<file path="src/rtl/rdo_pkg.sv">
package rdo_pkg;
  localparam int ID_W    = 3;
  localparam int CNT_W   = ID_W + 1;
  localparam int BYTE_W  = 8;
  localparam int WORD_W  = 2 * BYTE_W;
  localparam int ECC_SHIFT = 2;

  typedef logic [CNT_W-1:0]  step_t;
  typedef logic [ID_W-1:0]   slot_t;
  typedef logic [WORD_W-1:0] word_t;
endpackage

</file>
<file path="src/rtl/rdo_counter.sv">
module rdo_counter
  import rdo_pkg::*;
#(
  parameter int CW = CNT_W
) (
  input  logic          clk,
  input  logic          rst_n,
  input  logic          go_i,
  output logic [CW-1:0] step_o,
  output logic          done_o,
  output logic          done_d1_o,
  output logic          done_d2_o
);
  localparam logic [CW-1:0] TERM = {CW{1'b1}};

  logic [CW-1:0] step_q, step_d;
  logic          step_en;
  logic          d1_q, d2_q;

  // clock enable: inverse of terminal detect
  assign step_en = (step_q != TERM);

  always_comb begin
    step_d = step_q;
    if (!go_i)        step_d = '0;
    else if (step_en) step_d = step_q + 1'b1;
  end

  always_ff @(posedge clk or negedge rst_n) begin
    if (!rst_n) begin
      step_q <= '0;
      d1_q   <= 1'b0;
      d2_q   <= 1'b0;
    end else begin
      step_q <= step_d;
      d1_q   <= done_o;
      d2_q   <= d1_q;
    end
  end

  assign done_o    = (step_q == TERM);
  assign step_o    = step_q;
  assign done_d1_o = d1_q;
  assign done_d2_o = d2_q;

  p_clear_r1: assert property (@(posedge clk) disable iff (!rst_n)
    !go_i |=> (step_q == '0));
  p_advance_r2: assert property (@(posedge clk) disable iff (!rst_n)
    (go_i && step_q != TERM) |=> (step_q == $past(step_q) + 1'b1));
  p_halt_r3: assert property (@(posedge clk) disable iff (!rst_n)
    (go_i && done_o) |=> (step_q == TERM));
  p_dly_first_r5: assert property (@(posedge clk) disable iff (!rst_n)
    done_o |=> d1_q);
  p_dly_second_r5: assert property (@(posedge clk) disable iff (!rst_n)
    d1_q |=> d2_q);
  p_dly_fall_r5: assert property (@(posedge clk) disable iff (!rst_n)
    !d1_q |=> !d2_q);
endmodule

</file>
<file path="src/rtl/rdo_slot_map.sv">
module rdo_slot_map
  import rdo_pkg::*;
#(
  parameter int IW    = ID_W,
  parameter int SHIFT = ECC_SHIFT
) (
  input  logic [IW-1:0] dev_id_i,
  input  logic          neg_eta_i,
  input  logic          normal_pos_i,
  output logic [IW-1:0] my_slot_o
);
  localparam logic [IW-1:0] SHIFT_V = IW'(SHIFT);

  logic [IW-1:0] paired_id;

  // negative eta swaps the members of each device pair
  assign paired_id = neg_eta_i ? (dev_id_i ^ IW'(1)) : dev_id_i;

  // eccentric slot rotates the card order by SHIFT devices
  generate
    if (SHIFT == 0) begin : g_no_rot
      assign my_slot_o = paired_id;
    end else begin : g_rot
      assign my_slot_o = normal_pos_i ? paired_id : (paired_id - SHIFT_V);
    end
  endgenerate
endmodule

</file>
<file path="src/rtl/rdo_out_stage.sv">
module rdo_out_stage
  import rdo_pkg::*;
#(
  parameter int CW = CNT_W,
  parameter int WW = WORD_W
) (
  input  logic          clk,
  input  logic          rst_n,
  input  logic          active_i,
  input  logic [CW-1:0] step_i,
  input  logic [CW-2:0] my_slot_i,
  input  logic          neg_eta_i,
  input  logic [WW-1:0] chan_a_i,
  input  logic [WW-1:0] chan_b_i,
  output logic [WW-1:0] data_o,
  output logic          oe_o
);
  logic          own_slot, take_b;
  logic [WW-1:0] data_d, data_q;
  logic          oe_d, oe_q;

  assign own_slot = active_i && (step_i[CW-1:1] == my_slot_i);
  assign take_b   = step_i[0] ^ neg_eta_i;

  always_comb begin
    oe_d   = own_slot;
    data_d = '0;
    if (own_slot) data_d = take_b ? chan_b_i : chan_a_i;
  end

  always_ff @(posedge clk or negedge rst_n) begin
    if (!rst_n) begin
      data_q <= '0;
      oe_q   <= 1'b0;
    end else begin
      data_q <= data_d;
      oe_q   <= oe_d;
    end
  end

  assign data_o = data_q;
  assign oe_o   = oe_q;

  p_idle_zero_r10: assert property (@(posedge clk) disable iff (!rst_n)
    !oe_q |-> (data_q == '0));
  p_inactive_quiet_r6: assert property (@(posedge clk) disable iff (!rst_n)
    !active_i |=> !oe_q);
endmodule

</file>
<file path="src/rtl/dc_readout_seq.sv">
module dc_readout_seq
  import rdo_pkg::*;
(
  input  logic              clk,
  input  logic              rst_n,
  input  logic              go_i,
  input  logic [ID_W-1:0]   dev_id_i,
  input  logic              neg_eta_i,
  input  logic              normal_pos_i,
  input  logic [WORD_W-1:0] chan_a_i,
  input  logic [WORD_W-1:0] chan_b_i,
  output logic [WORD_W-1:0] xdata_o,
  output logic              xdata_oe_o,
  output logic              done_o,
  output logic              done_dly2_o
);
  step_t step;
  slot_t my_slot;
  logic  done_d1;
  logic  active;

  rdo_counter #(.CW(CNT_W)) u_cnt (
    .clk       (clk),
    .rst_n     (rst_n),
    .go_i      (go_i),
    .step_o    (step),
    .done_o    (done_o),
    .done_d1_o (done_d1),
    .done_d2_o (done_dly2_o)
  );

  rdo_slot_map #(.IW(ID_W), .SHIFT(ECC_SHIFT)) u_map (
    .dev_id_i     (dev_id_i),
    .neg_eta_i    (neg_eta_i),
    .normal_pos_i (normal_pos_i),
    .my_slot_o    (my_slot)
  );

  // the last step is presented on the edge that sets done_d1; after that, idle
  assign active = go_i && !done_d1;

  rdo_out_stage #(.CW(CNT_W), .WW(WORD_W)) u_out (
    .clk       (clk),
    .rst_n     (rst_n),
    .active_i  (active),
    .step_i    (step),
    .my_slot_i (my_slot),
    .neg_eta_i (neg_eta_i),
    .chan_a_i  (chan_a_i),
    .chan_b_i  (chan_b_i),
    .data_o    (xdata_o),
    .oe_o      (xdata_oe_o)
  );

  p_handoff_quiet_r3: assert property (@(posedge clk) disable iff (!rst_n)
    done_dly2_o |-> !xdata_oe_o);
  p_go_low_idle_r1: assert property (@(posedge clk) disable iff (!rst_n)
    !go_i |=> (!xdata_oe_o && !done_o));
endmodule

</file>
<file path="config.mk">
export PLATFORM = sky130hd
export DESIGN_NAME = dc_readout_seq
export DESIGN_NICKNAME = d
export VERILOG_FILES = /design/src/rtl/rdo_pkg.sv /design/src/rtl/rdo_counter.sv /design/src/rtl/rdo_slot_map.sv /design/src/rtl/rdo_out_stage.sv /design/src/rtl/dc_readout_seq.sv
export SDC_FILE = /design/constraint.sdc
export NUM_CORES = 1
export LEC_CHECK = 0
export ABC_AREA = 1
export BUFFER_PORTS_ARGS = -buffer_cell sky130_fd_sc_hd__buf_2
export CAP_MARGIN = 20
export CORE_ASPECT_RATIO = 0.9
export CORE_UTILIZATION = 35
export CTS_CLUSTER_DIAMETER = 60
export DETAILED_ROUTE_END_ITERATION = 8
export PLACE_DENSITY = 0.61
export SLEW_MARGIN = 20
export SYNTH_ARGS = -nofsm -noshare
export SYNTH_HDL_FRONTEND = slang
export SYNTH_SLANG_ARGS = --single-unit
</file>
<file path="constraint.sdc">
create_clock -name clk -period 1.6 [get_ports clk]
set_input_delay 0.24 -clock clk [delete_from_list [all_inputs] [get_ports clk]]
set_output_delay 0.24 -clock clk [all_outputs]
set_load 0.005 [all_outputs]
</file>
==> results by group <==
Clock network
  • Clock slew seen by the registers of the worst setup and hold paths: around 80 ps
  • Clock Latency Late Sink: about 260 ps
  • Max Root-Sink Buffers: 2
  • TritonCTS buffer count: 3
  • H-tree levels: 1
  • CTS tree: yes
  • TritonCTS Sinks: 23
  • CTS Root Cell: clkbuf_8

Synthesis
  • Synth top area cells: dfrtp_1 50%, inv_1 14%, nand2_1 10%, nor2_1 6.8%, o21ai_1 4.7%
  • Syn Area/Cell: 7.48 um^2
  • Post-synthesis sequential area ratio: 49.6%
  • Cell Area, Synth: between 1000 and 1500 um^2
  • Yosys top cell area share: between 40% and 50%
  • Cell variety after synth: 16
  • Post-synth top area cell: dfrtp_1
  • Instance count of the mapped netlist: around 160
  • Synthesis Warnings: 0
  • Flops & latches, synth: 23
  • Syn nets: between 150 and 200

GRT
  • Gr usage total: 13.2%
  • Initial antenna violation count: 0
  • Largest net degree at the start of global routing: 33
  • Vias in the first global route: 860
  • First-pass GRT wire length: approximately 3600 um
  • GRT Residual Overflow: 0

Finish
  • Share of layout cells above drive strength 1: between 30% and 40%
  • Most common cell after layout, fill and taps aside: buf_2
  • Synth-to-layout area growth: 33.5%
  • Most frequent cells in the layout: 58 x buf_2, 43 x inv_1, 31 x nand2_1, 23 x dfrtp_1, 20 x nor2_1
  • Diodes inserted: 0
  • Fill cells: roughly 330
  • Final nets: 258

STA
  • Min Hold Slack: about 260 ps
  • Clk_skew: between 2 and 3 ps
  • Final min period: 1490 ps
  • Slew margin rel.: around two thirds
  • Final Cycle Share: between 90 and 100%
  • Setup TNS: 0 ps
  • Fmax: around 0.67 GHz
  • Final Max Tran Viols: 0
  • Final Hold Fails: 0
  • RSZ-0062 raised after global routing: no
  • Worst slew pin tran: between 400 and 500 ps
  • Number of setup violations in the final report: 0

Job
  • Max-cap violation count: 0

Setup path
  • Required time of the critical path: about 1400 ps
  • Crit Path Max Fanout: 4
  • Critical-path cell list: ha_1 > nand2_1 > nor2_2 > buf_2
  • CP Launch Type: flip-flop
  • Critical path's slowest cell: dfrtp_1
  • Crit path DAT: 1250 ps
  • CP top delay family: flip-flops
  • Critical path endpoint category: primary output
  • Crit Path Class: reg2out
  • CP peak stage delay: 420 ps
  • WP buf/inv: 1

Power
  • PwrDens: about 780 nW/um^2
  • Lkg Pwr: around 0.99 nW
  • Pwr Total: about 0.0012 W
  • Maximum vdd ir drop: approximately 0.34 mV

Placement
  • Gpl congestion: 0.780
  • Final HPWL DP: ~1700 um
  • Port bufs: between 50 and 60

Routing
  • # DRC: 0
  • Routed via count: roughly 1,000
  • DRT antenna net count: 0
  • Via/cell ratio: around 4.1
  • Post-Route WL: roughly 2200 um
  • DR pass1 iterations: 4
  • Routed WL per cell: between 8 and 9 um
  • DRT iter0 DRCs: 18

Die
  • Die area: approximately 3500 um^2
  • Num rows: 19
  • Initial Util: a little under two fifths
  • Die Height: 56.6 um
  • Core Footprint: approximately 3100 um^2
  • Die Width: between 60 and 70 um
  • Ports: a little under 60

Status
  • Status: complete, no violations

Hold path
  • Worst min path class: in2reg
[cell type report]
class | count | area [um^2] | share of cell area [%]
Multi-Input combinational cell | 85 | 387 | 25.0
Tap cell | 42 | 52.6 | 3.39
Clock buffer | 4 | 45.0 | 2.91
Sequential cell | 23 | 576 | 37.2
Timing Repair Buffer | 61 | 328 | 21.2
Inverter | 43 | 161 | 10.4
[power by group]
group	switching, W	leakage, nW	total (W)	internal [W]
clock network	0.000175	0.0228	0.000352	0.000177
registers	0.0000113	0.317	0.000612	0.000601
logic	0.000129	0.656	0.000236	0.000107
[sequential cells by signal, indices dropped and copies added, names as in the netlist]
signal / cells
u_out.data_o: 16
u_cnt.step_o: 4
u_cnt.done_d1_o: 1
u_cnt.done_d2_o: 1
u_out.oe_o: 1
[worst paths after layout]
kind | to | slack [ps] | depth (start not counted) | start
setup / recovery | done_o | 110 | 4 | u_cnt.step_o[0]$_DFFE_PN0P_
hold / removal | u_cnt.step_o[3]$_DFFE_PN0P_ | 260 | 3 | go_i
setup reg to reg | u_out.data_o[12]$_DFF_PN0_ | 300 | 7 | u_cnt.step_o[3]$_DFFE_PN0P_
hold reg to reg | u_cnt.done_d2_o$_DFF_PN0_ | 400 | 0 | u_cnt.done_d1_o$_DFF_PN0_
max in group asynchronous | u_cnt.done_d1_o$_DFF_PN0_ | 780 | 2 | rst_n
min in group asynchronous | u_out.data_o[9]$_DFF_PN0_ | 480 | 2 | rst_n
[cells in the mapped netlist, drive strengths merged]
master / instances
buf: 4
xor2: 1
ha: 1
inv: 43
a21oi: 1
dfrtp: 23
a31oi: 1
nor2: 21
nand3: 7
a211oi: 1
o21ai: 19
nand2: 32
nor3: 1
[per-layer routing]
layer	track usage, %	up-vias	part of all wire (%)	routed length (um)
li1	-	577	-	-
met1	17.7	432	47	1050
met2	21.3	32	47	1040
met3	1.83	4	4.2	93
met4	5.98	0	1.4	31
met5	0	-	0	0
[logic make-up (layout without fill, tap and decap cells)]
group | count (synthesis) | count (layout) | share of synthesized area [%]
fa+ha+maj | 1 | 1 | 1.08
compound gates | 22 | 22 | 9.82
xor+xnor | 1 | 1 | 1.40
buf+inv | 47 | 108 | 17.3
simple gates | 61 | 61 | 20.8
flops | 23 | 23 | 49.6
[stage by stage]
stage / instances / worst slack (ps) / area (um^2) / utilization [%]
global placement: 252 / 355 / 1480 / 47.6
global route: 258 / 9.01 / 1550 / 49.7
detailed placement: 252 / 309 / 1480 / 47.6
finish: 258 / 108 / 1550 / 49.7
floorplan: 155 / 413 / 1160 / -
CTS: 257 / 56.0 / 1540 / 49.4
[worst min-delay path: cells and delay by family]
kind	cells	cell delay [ps]
AO/OA/AOI/OAI	1	50
buffers and inverters	2	200
[timing repair]
action | CTS | global route
hold endpoints to repair | 23 | 0
endpoints found under the setup margin | 0 | 1
buffers inserted | 0 | 1
hold buffers | 1 | 0
gates resized for setup | 0 | 1
Power figures use the tool's default switching activity.
